<file path="src/rtl/icache_anchor_pkg.sv">
package icache_anchor_pkg;

   // Prefix-mode state held alongside the cache control
   typedef struct packed {
      logic b;
      logic alt1;
      logic alt2;
   } pfx_t;

   localparam pfx_t PFX_CLEAR = '{b: 1'b0, alt1: 1'b0, alt2: 1'b0};

endpackage

</file>
<file path="src/rtl/anchor_base_reg.sv">
module anchor_base_reg #(
   parameter int ADDR_W = 16,
   parameter int OFF_W  = 4
) (
   input  logic              clk,
   input  logic              rst,
   input  logic              exec,
   input  logic [ADDR_W-1:0] pc,
   output logic [ADDR_W-1:0] base,
   output logic              differ
);
   localparam logic [ADDR_W-1:0] ALIGN_MASK = {ADDR_W{1'b1}} << OFF_W;

   logic [ADDR_W-1:0] cand;

   if (OFF_W >= ADDR_W) begin : g_bad_off
      $error("anchor_base_reg: OFF_W must be below ADDR_W");
   end

   assign cand   = pc & ALIGN_MASK;
   assign differ = (cand != base);

   always_ff @(posedge clk) begin
      if (rst)
         base <= '0;
      else if (exec && differ)
         base <= cand;
   end

   AST_BASE_ALIGNED: assert property (@(posedge clk) disable iff (rst)
      (base & ~ALIGN_MASK) == '0);
   AST_BASE_IDLE: assert property (@(posedge clk) disable iff (rst)
      !exec |=> $stable(base));
   AST_BASE_MATCH_KEEP: assert property (@(posedge clk) disable iff (rst)
      (exec && (pc & ALIGN_MASK) == base) |=> $stable(base));
   AST_BASE_RELOAD: assert property (@(posedge clk) disable iff (rst)
      (exec && (pc & ALIGN_MASK) != base) |=> base == ($past(pc) & ALIGN_MASK));

endmodule

</file>
<file path="src/rtl/line_valid_array.sv">
module line_valid_array #(
   parameter int NUM_LINES = 32,
   localparam int IDX_W    = $clog2(NUM_LINES)
) (
   input  logic                 clk,
   input  logic                 rst,
   input  logic                 flush,
   input  logic                 fill_valid,
   input  logic [IDX_W-1:0]     fill_line,
   output logic [NUM_LINES-1:0] valid
);

   if (NUM_LINES < 2 || (1 << IDX_W) != NUM_LINES) begin : g_bad_lines
      $error("line_valid_array: NUM_LINES must be a power of two >= 2");
   end

   for (genvar i = 0; i < NUM_LINES; i++) begin : g_line
      logic set_this;
      assign set_this = fill_valid && (fill_line == IDX_W'(i));
      always_ff @(posedge clk) begin
         if (rst || flush)
            valid[i] <= 1'b0;
         else if (set_this)
            valid[i] <= 1'b1;
      end
   end

   AST_FLUSH_CLEARS: assert property (@(posedge clk) disable iff (rst)
      flush |=> valid == '0);
   AST_FILL_SETS: assert property (@(posedge clk) disable iff (rst)
      (fill_valid && !flush) |=> valid[$past(fill_line)]);
   AST_FLUSH_BEATS_FILL: assert property (@(posedge clk) disable iff (rst)
      (fill_valid && flush) |=> !valid[$past(fill_line)]);
   AST_VALID_STICKY: assert property (@(posedge clk) disable iff (rst)
      !flush |=> ((valid & $past(valid)) == $past(valid)));

endmodule

</file>
<file path="src/rtl/fetch_hit_check.sv">
module fetch_hit_check #(
   parameter int ADDR_W     = 16,
   parameter int OFF_W      = 4,
   parameter int NUM_LINES  = 32,
   localparam int IDX_W     = $clog2(NUM_LINES),
   localparam int SPAN_BITS = OFF_W + IDX_W
) (
   input  logic [ADDR_W-1:0]    base,
   input  logic [NUM_LINES-1:0] valid,
   input  logic [ADDR_W-1:0]    fetch_addr,
   output logic                 hit,
   output logic [IDX_W-1:0]     line
);
   logic [ADDR_W-1:0] offset;
   logic              in_span;

   assign offset = fetch_addr - base;
   assign line   = offset[OFF_W +: IDX_W];

   if (SPAN_BITS > ADDR_W) begin : g_bad_span
      $error("fetch_hit_check: cache span exceeds the address space");
   end else if (SPAN_BITS == ADDR_W) begin : g_full_span
      // Cache covers every address: any offset is inside the window
      assign in_span = 1'b1;
   end else begin : g_part_span
      assign in_span = (offset[ADDR_W-1:SPAN_BITS] == '0);
   end

   assign hit = in_span && valid[line];

endmodule

</file>
<file path="src/rtl/prefix_state.sv">
module prefix_state
   import icache_anchor_pkg::*;
(
   input  logic clk,
   input  logic rst,
   input  logic exec,
   input  pfx_t set_req,
   output pfx_t state
);

   always_ff @(posedge clk) begin
      if (rst || exec)
         state <= PFX_CLEAR;
      else
         state <= state | set_req;
   end

   AST_EXEC_CLEARS_PFX: assert property (@(posedge clk) disable iff (rst)
      exec |=> state == PFX_CLEAR);
   AST_PFX_SET: assert property (@(posedge clk) disable iff (rst)
      (!exec && set_req.alt1) |=> state.alt1);
   AST_PFX_HOLD: assert property (@(posedge clk) disable iff (rst)
      (!exec && state.b) |=> state.b);

endmodule

</file>
<file path="src/rtl/icache_anchor_ctrl.sv">
module icache_anchor_ctrl
   import icache_anchor_pkg::*;
#(
   parameter int          ADDR_W     = 16,
   parameter int          LINE_BYTES = 16,
   parameter int          NUM_LINES  = 32,
   parameter logic [7:0]  ANCHOR_OP  = 8'h02,
   localparam int         OFF_W      = $clog2(LINE_BYTES),
   localparam int         IDX_W      = $clog2(NUM_LINES)
) (
   input  logic                 clk,
   input  logic                 rst,
   input  logic                 op_valid,
   input  logic [7:0]           op_code,
   input  logic [ADDR_W-1:0]    pc,
   input  logic                 pfx_set_b,
   input  logic                 pfx_set_alt1,
   input  logic                 pfx_set_alt2,
   input  logic                 fill_valid,
   input  logic [IDX_W-1:0]     fill_line,
   input  logic [ADDR_W-1:0]    fetch_addr,
   output logic [ADDR_W-1:0]    cache_base,
   output logic [NUM_LINES-1:0] line_valid,
   output logic                 fetch_hit,
   output logic [IDX_W-1:0]     fetch_line,
   output logic                 pfx_b,
   output logic                 pfx_alt1,
   output logic                 pfx_alt2
);

   if ((1 << OFF_W) != LINE_BYTES) begin : g_bad_line_bytes
      $error("icache_anchor_ctrl: LINE_BYTES must be a power of two");
   end

   logic exec;
   logic differ;
   logic flush;
   pfx_t pfx_req;
   pfx_t pfx_q;

   assign exec    = op_valid && (op_code == ANCHOR_OP);
   assign flush   = exec && differ;
   assign pfx_req = '{b: pfx_set_b, alt1: pfx_set_alt1, alt2: pfx_set_alt2};

   anchor_base_reg #(.ADDR_W(ADDR_W), .OFF_W(OFF_W)) u_base (
      .clk    (clk),
      .rst    (rst),
      .exec   (exec),
      .pc     (pc),
      .base   (cache_base),
      .differ (differ)
   );

   line_valid_array #(.NUM_LINES(NUM_LINES)) u_valid (
      .clk        (clk),
      .rst        (rst),
      .flush      (flush),
      .fill_valid (fill_valid),
      .fill_line  (fill_line),
      .valid      (line_valid)
   );

   fetch_hit_check #(.ADDR_W(ADDR_W), .OFF_W(OFF_W), .NUM_LINES(NUM_LINES)) u_hit (
      .base       (cache_base),
      .valid      (line_valid),
      .fetch_addr (fetch_addr),
      .hit        (fetch_hit),
      .line       (fetch_line)
   );

   prefix_state u_pfx (
      .clk     (clk),
      .rst     (rst),
      .exec    (exec),
      .set_req (pfx_req),
      .state   (pfx_q)
   );

   assign pfx_b    = pfx_q.b;
   assign pfx_alt1 = pfx_q.alt1;
   assign pfx_alt2 = pfx_q.alt2;

   AST_OTHER_OP_INERT: assert property (@(posedge clk) disable iff (rst)
      (op_code != ANCHOR_OP) |=> ($stable(cache_base) &&
         ($past(line_valid) & ~line_valid) == '0));
   AST_HIT_NEEDS_VALID: assert property (@(posedge clk) disable iff (rst)
      fetch_hit |-> line_valid[fetch_line]);
   AST_RESET_STATE: assert property (@(posedge clk)
      rst |=> (cache_base == '0 && line_valid == '0 &&
               !pfx_b && !pfx_alt1 && !pfx_alt2));

endmodule

</file>
<file path="config.mk">
export PLATFORM = sky130hd
export DESIGN_NAME = icache_anchor_ctrl
export DESIGN_NICKNAME = d
export VERILOG_FILES = /design/src/rtl/icache_anchor_pkg.sv /design/src/rtl/anchor_base_reg.sv /design/src/rtl/line_valid_array.sv /design/src/rtl/fetch_hit_check.sv /design/src/rtl/prefix_state.sv /design/src/rtl/icache_anchor_ctrl.sv
export SDC_FILE = /design/constraint.sdc
export NUM_CORES = 1
export LEC_CHECK = 0
export ABC_CLOCK_PERIOD_IN_PS = 2300
export BUFFER_PORTS_ARGS = -buffer_cell sky130_fd_sc_hd__buf_2
export CAP_MARGIN = 20
export CORE_UTILIZATION = 36
export CTS_CLUSTER_DIAMETER = 80
export DETAILED_ROUTE_END_ITERATION = 8
export PLACE_DENSITY = 0.65
export SETUP_SLACK_MARGIN = 0.05
export SYNTH_ARGS = -nofsm -noshare
export SYNTH_HDL_FRONTEND = slang
export SYNTH_SLANG_ARGS = --single-unit
</file>
<file path="constraint.sdc">
create_clock -name clk -period 2.3 [get_ports clk]
set_input_delay 0.115 -clock clk [delete_from_list [all_inputs] [get_ports clk]]
set_output_delay 0.115 -clock clk [all_outputs]
set_load 0.01 [all_outputs]
</file>
-- Yosys cells after proc, flatten, opt, wreduce, memory -nomap -nowiden
Index checks and enable logic that the tools add are counted.
- register bits: 47
- logic and storage cells: 113
- $add $sub $neg: 1
- reduce and logical (&&, ||, !) cells: 39
- order comparisons: 1
- bitwise gates (word level): 1
- multiplexer cells: 2
- equality and inequality tests: 33
- operators by type and width (cell ; count):
    $eq 5x5->1 const B ; 16
    $eq 5x4->1 const B ; 8
    $logic_and 1x1->1 ; 35
    $eq 5x3->1 const B ; 4
    $sub 16x16->16 ; 1
    $ne 12x12->1 ; 1
    $eq 5x2->1 const B ; 2
    $eq 8x2->1 const B ; 1
    $logic_not 7->1 ; 1
    $lt 5x6->1 const B ; 1
    $bmux 1 s5 ; 1
    $eq 5x1->1 const B ; 1
    $logic_not 5->1 ; 1
    $or 3x3->3 ; 1
    $logic_or 1x1->1 ; 2
    $mux 1 ; 1

-- Longest topological paths before layout
Gate-level depths: netlist of the first run.
- depth in word-level cells: 4
- gate-level depth with buffers: 9
- gate-level depth less buffers: 9

-- Cells and area by module
Synthesis of the first run repeated with hierarchy kept, for this count alone.
- cells, all modules: 376
- area, all modules: 3276.9 um^2
- modules (own cells, without submodules) (module ; area each (um^2) ; instances ; cells each ; sequential area each (um^2)):
    line_valid_array ; 1073.5 ; 1 ; 84 ; 640.6
    fetch_hit_check ; 1046.0 ; 1 ; 133 ; 0.0
    anchor_base_reg ; 1021.0 ; 1 ; 144 ; 240.2
    prefix_state ; 86.3 ; 1 ; 9 ; 60.1
    icache_anchor_ctrl ; 50.0 ; 1 ; 6 ; 0.0

-- Worst setup path after synthesis of the first run
OpenSTA, ideal clock, no wires.
- path type: register -> output
- start: register u_base.base[4]
- end: output fetch_hit
- arrival time: 2.256 ns
- required time: 2.185 ns
- stages on the path, launching flop included: 9
- path slack: -0.071 ns
- buffers on the path: 0
- cell sequence: dfxtp_1 > ha_1 > fa_1 > and2b_1 > o2111ai_2 > and3_1 > nor4_2 > o2111ai_1 > nor4_2
- word-level cells in the longest chain between the ends: 4
- elaborated cells between the ends (all ways): 5
- those cells by class: add/sub: 1; mux: 2; reduce/logical: 2
- ends and longest elaborated chain (what ; line ; RTL):
    from (decl) ; anchor_base_reg.sv:9 ; output logic [ADDR_W-1:0] base,
    from (signal assigned) ; anchor_base_reg.sv:27 ; base <= cand;
    $sub 16x16->16 (*) ; fetch_hit_check.sv:17 ; assign offset = fetch_addr - base;
    $bmux 1 s5 ; fetch_hit_check.sv:29 ; assign hit = in_span && valid[line];
    $mux 1 (implied by the code) ; fetch_hit_check.sv:29 ;
    $logic_and 1x1->1 (*) ; fetch_hit_check.sv:29 ;
    to (decl) ; icache_anchor_ctrl.sv:24 ; output logic fetch_hit,
Mark *: on every way between the ends. The rest lies on a longest branch, timed or not. The select of a mux whose other input is x is not followed.

-- Worst setup path after layout of the first run
Same ends and word-level chain as after synthesis.

==> results of run 1 <==
[kinds of logic (layout without fill, tap and decap cells)]
logic type,Yosys count,after routing
AND/OR/NAND/NOR,95,95
AO/OA/AOI/OAI,63,63
flip-flops,47,47
buffers and inverters,35,135
multiplexers,23,23
XOR/XNOR,18,18
adder cells (fa/ha/maj),12,12
other,1,4
[per-stage QoR]
step	std cells	worst slack [ns]	area (um^2)	power [mW]	setup TNS, ns
floorplan	297	0.0555	2700	1.03	0
detailed placement	485	-0.0611	3270	1.12	-0.0611
global placement	485	-0.0142	3270	1.12	-0.0142
finish	496	-0.324	3490	1.78	-0.324
global route	496	-0.465	3490	1.86	-0.465
CTS	495	-0.382	3450	1.77	-0.382
[state kept, by name (all words and copies together), names as in the netlist]
name / count
u_valid.valid: 32
u_base.base: 12
u_pfx.state: 3
[critical path, cell delays in order (launching register included)]
cell and delay (ns):
dfxtp_2 0.34, ha_4 0.16, fa_2 0.63, buf_12 0.14
mux4_2 0.29, mux2i_1 0.18, nand3_1 0.09, o21ai_1 0.16
nor4_4 0.08, buf_2 0.14
[area by class of cell]
| class | instances | area, um^2 |
|---|---|---|
| Clock inverter | 2 | 38.8 |
| Fill cell | 719 | 3720 |
| Timing Repair Buffer | 108 | 583 |
| Multi-Input combinational cell | 215 | 1650 |
| Sequential cell | 47 | 943 |
| Inverter | 19 | 71.3 |
| Tap cell | 99 | 124 |
| Clock buffer | 6 | 82.6 |
[per-layer routing]
metal	track usage, %	wire, um
met5	0	0
met4	4.69	120
met3	3.02	263
met2	28.5	3350
met1	23.4	3080
[cells in the final DEF, fill, tap and decap left out, drive strengths merged, types with 2 or more instances in the layout]
cell type | Yosys | layout
nor2b | 10 | 10
xor2 | 13 | 13
inv | 19 | 20
ha | 11 | 11
clkbuf | 6 | 6
nand2b | 3 | 3
and3 | 2 | 2
nand3 | 2 | 2
dfxtp | 47 | 47
nand2 | 7 | 7
o2111ai | 3 | 3
nor2 | 54 | 54
mux2i | 14 | 14
and2b | 2 | 2
mux4 | 8 | 8
or2 | 2 | 2
buf | 10 | 108
nor3 | 2 | 2
xnor2 | 5 | 5
nor4 | 7 | 7
o21ai | 6 | 6
a21oi | 34 | 34
o21a | 4 | 4
a31oi | 10 | 10
conb | 1 | 4
[power by group through the flow]
stage / clock [mW] / combinational [mW] / sequential [mW]
final: 0.657 / 0.293 / 0.832
after global placement: 0 / 0.266 / 0.851
after floorplan: 0 / 0.179 / 0.855
after detailed placement: 0 / 0.269 / 0.851
after CTS: 0.661 / 0.280 / 0.832
after global routing: 0.705 / 0.321 / 0.834
[path summary, 6_finish.rpt]
check / cells past startpoint / from / to / slack (ns)
setup reg to reg: 7 / u_base.base[8] / u_valid.valid[2] / 0.39
hold reg to reg: 1 / u_pfx.state[0] / u_pfx.state[0] / 0.46
setup / recovery: 9 / u_base.base[4] / fetch_hit / -0.32
hold / removal: 2 / pfx_set_alt2 / u_pfx.state[0] / 0.02
[cell usage after synthesis, types with 3 or more instances]
cell type and count:
a21oi_1 34, a31oi_1 9, buf_4 4, buf_6 4, clkbuf_1 6, dfxtp_1 47, ha_1 11, inv_1 19
mux2i_1 14, mux4_2 8, nand2_1 7, nand2b_1 3, nor2_1 41, nor2_2 13, nor2b_1 10, nor4_1 3
nor4_2 4, o21a_1 4, o21ai_0 5, xnor2_1 5, xor2_1 12
[what timing repair did]
| action | CTS | global route |
|---|---|---|
| endpoints found under the setup margin | 1 | 2 |
| setup buffers | 2 | 1 |
| gates resized for setup | 5 | 9 |
| pin swaps | 6 | 5 |
==> summary.md, run 1 <==
| Metric | Value |
|---|---|
| Status | finished, violations left |
| Failing checks | negative setup slack |
| RSZ-0062 raised after global routing | true |
| Synth area leader | dfxtp_1 |
| Synth Area in Adders | 5.91% |
| CTS tree | done |
| Pint | 1.31 mW |
| Netlist Area Pre-Place | between 2000 and 3000 um^2 |
| DP HPWL | between 5000 and 6000 um |
| Clk_skew | about 0.0085 ns |
| CP Max Fanout | 5 |
| Register share of total power | 46.7% |
| Syn Area/Cell | a little over 9 um^2 |
| Main combinational cell family by area after synthesis | simple AND/OR/NAND/NOR gates |
| Compound-gate portion of the synthesized area | ~15% |
| Combinational power share | 16.4% |
| Vias/cell | 4.94 |
| Sequential fraction of the synthesis area | approximately a third |
| H-tree Lvls | 2 |
| Worst setup SP type | register |
| Routed wire length | 6810 um |
| Core Util, Final | 48.4% |
| Crit Path Category | reg2out |
| Sw frac | 26.4% |
| Share of layout cells above drive strength 1 | 40.6% |
| Drt wl/cell | 13.7 um |
| IO buf count | 96 |
| Synthesis-to-layout area growth | 30.9% |
| Die area | 7750 um^2 |
| RePlAce Congestion | 0.833 |
| Die W | between 80 and 90 um |
| Post-route ant nets | 0 |
| Clock latency on the worst-skew pair | between 0.3 and 0.4 ns |
| Slew Limit Fails | 0 |
| Fin crit period | around 2.6 ns |
| I/O Pins | about 110 |
| Post-synthesis simple-gate area fraction | 18.8% |
| Mux cell area share after synthesis | 12.4% |
| Max_cap viols | 0 |
| Net Sw Power | 0.470 mW |
| Hold Violations, Final | 0 |
| Ys Warns | 0 |
| Area share of the largest cell type after synthesis | a little over a third |
| First-pass GRT wire length | ~10000 um |
| Final nets | 460 |
| Fmax achieved | approximately 0.38 GHz |
| P_leak | 1.65 nW |
| Worst-case headroom to the max-slew limit | 63.3% |
| Initial DRT Pass Iterations | 6 |
| DRC violations left | 0 |
| VDD IR-drop max | 0.304 mV |
| # hold bufs at CTS | 0 |
| N_diodes | 0 |
| Number of flops mapped to enable cells by yosys | 0 |
| Power share of the clock group | roughly 37% |
| Die Ht | 88.1 um |
| Congestion Overflow GR | 0 |
| Critical path required time | 2.18 ns |
| Initial antenna violation count | 0 |
| CTS Buffer Depth | 2 |
| Synth async-reset ratio | 0% |
| Distinct cell type count after synthesis | 47 |
| Total clock sinks | 47 |
| Final worst setup slack | -0.324 ns |
| CTS clk-pin slew, worst paths | 0.09 ns |
| Vias in the first global route | between 2000 and 2500 |
| Yosys reg bits | 47 |
| Final setup viols | 1 |
| Period utilization | 114% |
| DR vias | approximately 2500 |
| Worst Hold Class | in2reg |
| Largest cells by area after synthesis | dfxtp_1 (35%), mux4_2 (6.8%), a21oi_1 (6.4%), nor2_1 (5.8%), mux2i_1 (5.3%) |
| Core area | 7210 um^2 |
| Post-synthesis xor/xnor area fraction | 6.19% |
| GRT Total Usage | 17.3% |
| # rows | 31 |
| CP Data Arrival Time | approximately 2.5 ns |
| Hold slack | 0.0154 ns |
| Post-Synthesis Cells | 294 |
| CP Capture Type | output pin |
| Worst slew pin tran | 0.546 ns |
| Largest net degree at the start of global routing | 33 |
| Pwr Density | a little over 500 nW/um^2 |
| Starting density of the core | between 30 and 40% |
| Iter 0 DRT Violations | 96 |
| TritonCTS Buffers | 5 |
| Top_reg_cell synth | dfxtp_1 |
| Clk root buf | clkbuf_8 |
(Power assumes the default switching activity.)
==> run 2: changes to the inputs <==
Settings changed: CORE_MARGIN set to 2.
==> run 2 against run 1 <==
  * The flow still finishes with violations (negative setup slack)
  * Cell count unchanged
  * Highest routed layer unchanged
  * Clock skew decreased by 0.0020 ns
  * Die area increased by 4.6%
  * Clock power decreased by 20%
  * Power decreased by 8.1%
  * Setup slack improved by 0.0035 ns
  * Critical path depth unchanged
  * Cell area decreased by 1.8%
==> summary.md, run 2 (synthesis gave the netlist of run 1 again) <==
| Metric | Value |
|---|---|
| Status | finished, violations left |
| Failing checks | negative setup slack |
| Drt wl/cell | 13.8 um (+0.47%) |
| Top flop regs | u_valid.valid (32), u_base.base (12), u_pfx.state (3) |
| Period utilization | 114% (-0.15 points) |
| Reg-to-Reg End | u_valid.valid[8] |
| Worst-case headroom to the max-slew limit | 58.4% (-5.0 points) |
| Fmax achieved | 0.382 GHz (+0.14%) |
| Max_cap viols | 0 (unchanged) |
| Die area | 8110 um^2 (+4.6%) |
| Routed wire length | 6850 um (+0.47%) |
| Initial antenna violation count | 0 (unchanged) |
| Crit path launch | u_base.base[4] |
| Final nets | 460 (unchanged) |
| Biggest register | u_valid.valid |
| Hold slack | 0.0207 ns (+0.00537 ns) |
| Worst slew pin tran | 0.620 ns (+0.0742 ns) |
| Hold endpoint | u_pfx.state[2] |
| Initial DRT Pass Iterations | 4 (-2) |
| TritonCTS Buffers | 5 (unchanged) |
| Overall Power | 1.64 mW (-8.1%) |
| Starting density of the core | 37.0% (unchanged) |
| VDD IR-drop max | 0.213 mV (-30%) |
| Clk root buf | clkbuf_8 |
| P_leak | 1.63 nW (-1.4%) |
| Fin crit period | 2.62 ns (-0.00354 ns) |
| Pwr Density | 478 nW/um^2 (-6.4%) |
| RePlAce Congestion | 0.848 (+1.8%) |
| I/O Pins | 109 (unchanged) |
| RSZ-0062 raised after global routing | true |
| H-tree Lvls | 2 (unchanged) |
| Final setup viols | 1 (unchanged) |
| Share of layout cells above drive strength 1 | 38.8% (-1.8 points) |
| Crit Path Category | reg2out |
| Slew Limit Fails | 0 (unchanged) |
| DR vias | 2447 (-0.12%) |
| Iter 0 DRT Violations | 113 (+18%) |
| CTS Buffer Depth | 2 (unchanged) |
| GRT Total Usage | 16.9% (-0.42 points) |
| R2R cell count | 7 (unchanged) |
| Critical path required time | 2.18 ns (about the same) |
| Hold path depth | 2 (unchanged) |
| # rows | 31 (unchanged) |
| Largest net degree at the start of global routing | 33 (unchanged) |
| CTS tree | done |
| Placed Instance Area | 3270 um^2 (unchanged) |
| Final worst setup slack | -0.320 ns (+0.00354 ns) |
| R2R setup slack | 0.40 ns (about the same) |
| DP HPWL | 5380 um (+3.0%) |
| Post-route ant nets | 0 (unchanged) |
| First-pass GRT wire length | 11200 um (+7.2%) |
| Fill count | 737 (+2.5%) |
| Vias/cell | 4.93 (-0.12%) |
| Synthesis-to-layout area growth | 28.6% |
| Clk_skew | 0.00651 ns (-0.00201 ns) |
| Worst Hold Class | in2reg |
| # hold bufs at CTS | 0 (unchanged) |
| N_diodes | 0 (unchanged) |
| Die Ht | 90.1 um (+2.3%) |
| Core area | 7210 um^2 (unchanged) |
| Post-route cell area | 3430 um^2 (-1.8%) |
| HP Start | pfx_set_b |
| IO buf count | 96 (unchanged) |
| Max reg flops | 32 (unchanged) |
| CP Max Fanout | 2 (-3) |
| Most common cell after layout, fill and taps aside | buf_2 |
| Worst setup SP type | register |
| Clock latency on the worst-skew pair | 0.30 ns (about the same) |
| DRC violations left | 0 (unchanged) |
| Vias in the first global route | 2319 (+4.4%) |
| CTS clk-pin slew, worst paths | 0.08 ns (about the same) |
| Total clock sinks | 47 (unchanged) |
| CP Capture Type | output pin |
| Congestion Overflow GR | 0 (unchanged) |
| RR Startpoint | u_base.base[5] |
| Most frequent cells in the layout | buf_2 (96), dfxtp_1 (46), nor2_1 (41), a21oi_1 (34), inv_1 (19) |
| CP Data Arrival Time | 2.51 ns (about the same) |
| Die W | 90.1 um (+2.3%) |
| Hold Violations, Final | 0 (unchanged) |
run 2: stage by stage:
stage          cells  setup WS, ns  utilization, %  setup TNS [ns]
2_1_floorplan    297        0.0555               -               0
3_3_place_gp     485       -0.0247            45.3         -0.0247
3_5_place_dp     485       -0.0494            45.3         -0.0494
4_1_cts          496        -0.348            47.4          -0.348
5_1_grt          496        -0.462            47.5          -0.462
6_report         496        -0.320            47.5          -0.320
run 2: worst max-delay path by stage:
stage | to | cells after the start
floorplan | fetch_hit | 8
global placement | fetch_hit | 8
detailed placement | fetch_hit | 8
CTS | fetch_hit | 10
global route | fetch_hit | 9
finish | fetch_hit | 9
run 2: power breakdown:
group	internal [mW]	leakage, nW	switching [mW]
clock network	0.247	0.0484	0.278
registers	0.824	0.381	0.00775
logic	0.125	1.20	0.157
total	1.20	1.63	0.443
run 2: layer usage:
layer  share of wire [%]  wire length, um  global-route usage [%]
met1                  44             3040                    22.2
met2                  50             3420                    29.1
met3                 4.4              300                    2.43
met4                 1.1               77                    4.23
met5                   0                0                       0
run 2: critical path, stage by stage (launching register included):
cell	delay (ns)
dfxtp_2	0.34
ha_4	0.16
fa_2	0.33
and2b_2	0.25
o2111ai_2	0.11
and3_1	0.18
nor4_2	0.26
o2111ai_1	0.15
nor4_2	0.25
buf_2	0.18
run 2: area by class of cell:
type	instances	area [um^2]	share of cell area [%]
Clock buffer	7	86.3	2.52
Clock inverter	1	8.76	0.255
Inverter	19	71.3	2.08
Multi-Input combinational cell	215	1610	47.0
Sequential cell	47	942	27.5
Tap cell	99	124	3.61
Timing Repair Buffer	108	583	17.0
run 2: what timing repair did:
action | CTS | global route
resized for setup | 4 | 2
buffers inserted | 3 | 0
pin swaps | 6 | 5
setup endpoints to repair | 1 | 2
==> run 3: changes to the inputs <==
Settings changed: CORE_ASPECT_RATIO set to 0.5.
==> run 3 against run 2 <==
  * Count of clock-buffer cells in the layout is 1 lower
  * Largest power group unchanged
  * Routed wire length decreased by 0.56%
  * Worst hold slack improved by 0.017 ns
  * Critical endpoint unchanged
  * The flow still finishes with violations (negative setup slack)
  * First-iteration DRC count increased by 15%
  * Critical path type unchanged
==> summary.md, run 3 (synthesis gave the netlist of run 1 again) <==
| Metric | Value |
|---|---|
| Initial antenna violation count | 0 (unchanged) |
| Hold endpoint | u_pfx.state[2] |
| H-tree Lvls | 2 (unchanged) |
| Hold slack | 0.0382 ns (+0.0174 ns) |
| VDD IR-drop max | 0.397 mV (+86%) |
| Slew Limit Fails | 0 (unchanged) |
| HP Start | pfx_set_b |
| Hold Violations, Final | 0 (unchanged) |
| Core area | 7240 um^2 (+0.35%) |
| CP Data Arrival Time | 2.54 ns (+0.03 ns) |
| Congestion Overflow GR | 0 (unchanged) |
| Post-Place Cells | 486 (+0.21%) |
| Crit Path Category | reg2out |
| Vias/cell | 4.95 (+0.36%) |
| IO buf count | 96 (unchanged) |
| Die area | 8150 um^2 (+0.52%) |
| Max_cap viols | 0 (unchanged) |
| CTS Buffer Depth | 2 (unchanged) |
| DP HPWL | 5300 um (-1.6%) |
| Largest net degree at the start of global routing | 33 (unchanged) |
| Post-route ant nets | 0 (unchanged) |
| R2R setup slack | 0.35 ns (-0.05 ns) |
| R2R cell count | 7 (unchanged) |
| Max stage delay cell, worst path | fa_2 |
| Initial DRT Pass Iterations | 4 (unchanged) |
| N_diodes | 0 (unchanged) |
| Top flop regs | u_valid.valid (32), u_base.base (12), u_pfx.state (3) |
| Iter 0 DRT Violations | 130 (+15%) |
| Fin crit period | 2.66 ns (+0.0392 ns) |
| Worst setup SP type | register |
| Routed wire length | 6810 um (-0.56%) |
| Most frequent cells in the layout | buf_2 (96), dfxtp_1 (46), nor2_1 (41), a21oi_1 (33), inv_1 (19) |
| # rows | 22 (-29%) |
| Worst-case headroom to the max-slew limit | 63.9% (+5.5 points) |
| Overall Power | 1.85 mW (+13%) |
| Final nets | 461 (+0.22%) |
| # hold bufs at CTS | 0 (unchanged) |
| CP cell instances | ha_4 -> fa_2 -> mux4_2 -> mux2i_1 -> mux2i_1 -> o21ai_2 -> nor4_2 -> buf_2 |
| Failing checks | negative setup slack |
| Period utilization | 116% (+1.7 points) |
| Worst slew pin tran | 0.538 ns (-0.0821 ns) |
| Clk_skew | 0.00518 ns (-0.00133 ns) |
| CTS clk-pin slew, worst paths | 0.06 ns (-0.02 ns) |
| CP peak stage delay | 0.67 ns (+0.33 ns) |
| DR vias | 2446 (-0.041%) |
| Fmax achieved | 0.376 GHz (-1.5%) |
| RR Startpoint | u_base.base[5] |
| First-pass GRT wire length | 10900 um (-2.5%) |
| RSZ-0062 raised after global routing | true |
| Reg-to-Reg End | u_valid.valid[20] |
| Critical path required time | 2.18 ns (about the same) |
| Hold path depth | 2 (unchanged) |
| Most common cell after layout, fill and taps aside | buf_2 |
| DRC violations left | 0 (unchanged) |
| CP Max Fanout | 8 (+6) |
| Clk root buf | clkbuf_16 |
| Die W | 126 um (+40%) |
| RePlAce Congestion | 0.797 (-6.0%) |
| P_leak | 1.65 nW (+1.4%) |
| Worst Hold Class | in2reg |
| Status | finished, violations left |
| Clock latency on the worst-skew pair | 0.29 ns (about the same) |
| Vias in the first global route | 2322 (+0.13%) |
| Final worst setup slack | -0.359 ns (-0.0392 ns) |
| Max reg flops | 32 (unchanged) |
| Drt wl/cell | 13.8 um (-0.15%) |
| Post-Layout Cell Count | 494 (-0.40%) |
| Biggest register | u_valid.valid |
| Starting density of the core | 36.8% (-0.13 points) |
| I/O Pins | 109 (unchanged) |
| CP most frequent cell | mux2i_1 |
| TritonCTS Buffers | 5 (unchanged) |
| Pwr Density | 531 nW/um^2 (+11%) |
| GRT Total Usage | 16.4% (-0.43 points) |
| Die Ht | 64.9 um (-28%) |
| Final setup viols | 1 (unchanged) |
| Share of layout cells above drive strength 1 | 39.2% (+0.41 points) |
| Synthesis-to-layout area growth | 30.7% |
| CTS tree | done |
| CP Capture Type | output pin |
| Total clock sinks | 47 (unchanged) |
[run 3: changes by cell type in the layout (fill, tap and decap cells not counted), moves of 2 or more]
cell	change
clkbuf_8	-6
o21ai_1	-2
nor4_2	-2
clkbuf_16	+5
[run 3: report_power, final]
group	total, mW	internal (mW)	switching (mW)
clock	0.724	0.407	0.316
sequential	0.832	0.825	0.00750
combinational	0.293	0.132	0.161
total	1.85	1.36	0.484
[run 3: area by class of cell]
| cell class | instances | area [um^2] |
|---|---|---|
| fill | 725 | 3750 |
| multi-input combinational | 215 | 1620 |
| sequential | 47 | 942 |
| timing repair buffer | 109 | 591 |
| clock buffer | 6 | 129 |
| tap | 96 | 120 |
| inverter | 19 | 71.3 |
| clock inverter | 2 | 16.3 |
[run 3: metal layers]
| metal | vias up | part of all wire, % | GRT usage [%] |
|---|---|---|---|
| met4 | 0 | 0.73 | 3.33 |
| met2 | 53 | 48 | 28.4 |
| li1 | 1223 | - | - |
| met3 | 5 | 4.2 | 2.73 |
| met5 | - | 0 | 0 |
| met1 | 1165 | 47 | 21.9 |
[run 3: per-stage QoR]
stage / TNS, ns / area [um^2] / setup WS [ns] / util [%]
after global routing: -0.505 / 3480 / -0.505 / 48.1
after floorplan: 0 / 2700 / 0.0555 / -
after detailed placement: -0.100 / 3310 / -0.100 / 45.7
after CTS: -0.398 / 3460 / -0.398 / 47.8
final: -0.359 / 3480 / -0.359 / 48.1
after global placement: -0.0738 / 3310 / -0.0738 / 45.7
[run 3: worst max path at each step]
stage | cells past startpoint | slack [ns] | end | from
floorplan | 8 | 0.06 | fetch_hit | u_base.base[4]
global placement | 8 | -0.07 | fetch_hit | u_base.base[4]
detailed placement | 9 | -0.10 | fetch_hit | u_base.base[4]
CTS | 9 | -0.40 | fetch_hit | u_base.base[4]
global route | 8 | -0.51 | fetch_hit | u_base.base[4]
finish | 8 | -0.36 | fetch_hit | u_base.base[4]
[run 3: what timing repair did]
item	CTS	global route
endpoints found under the hold margin	0	0
resized for setup	2	4
cloned	0	0
buffers inserted	0	0
setup endpoints to repair	1	1
pin swaps	0	3
[run 3: worst max-delay path: cells and delay by family (launching register included)]
kind / cells / cell delay (ns)
AO/OA/AOI/OAI: 1 / 0.09
buffers and inverters: 1 / 0.18
AND/OR/NAND/NOR: 1 / 0.32
multiplexers: 3 / 0.50
flip-flops: 1 / 0.33
adder cells (fa/ha/maj): 2 / 0.83
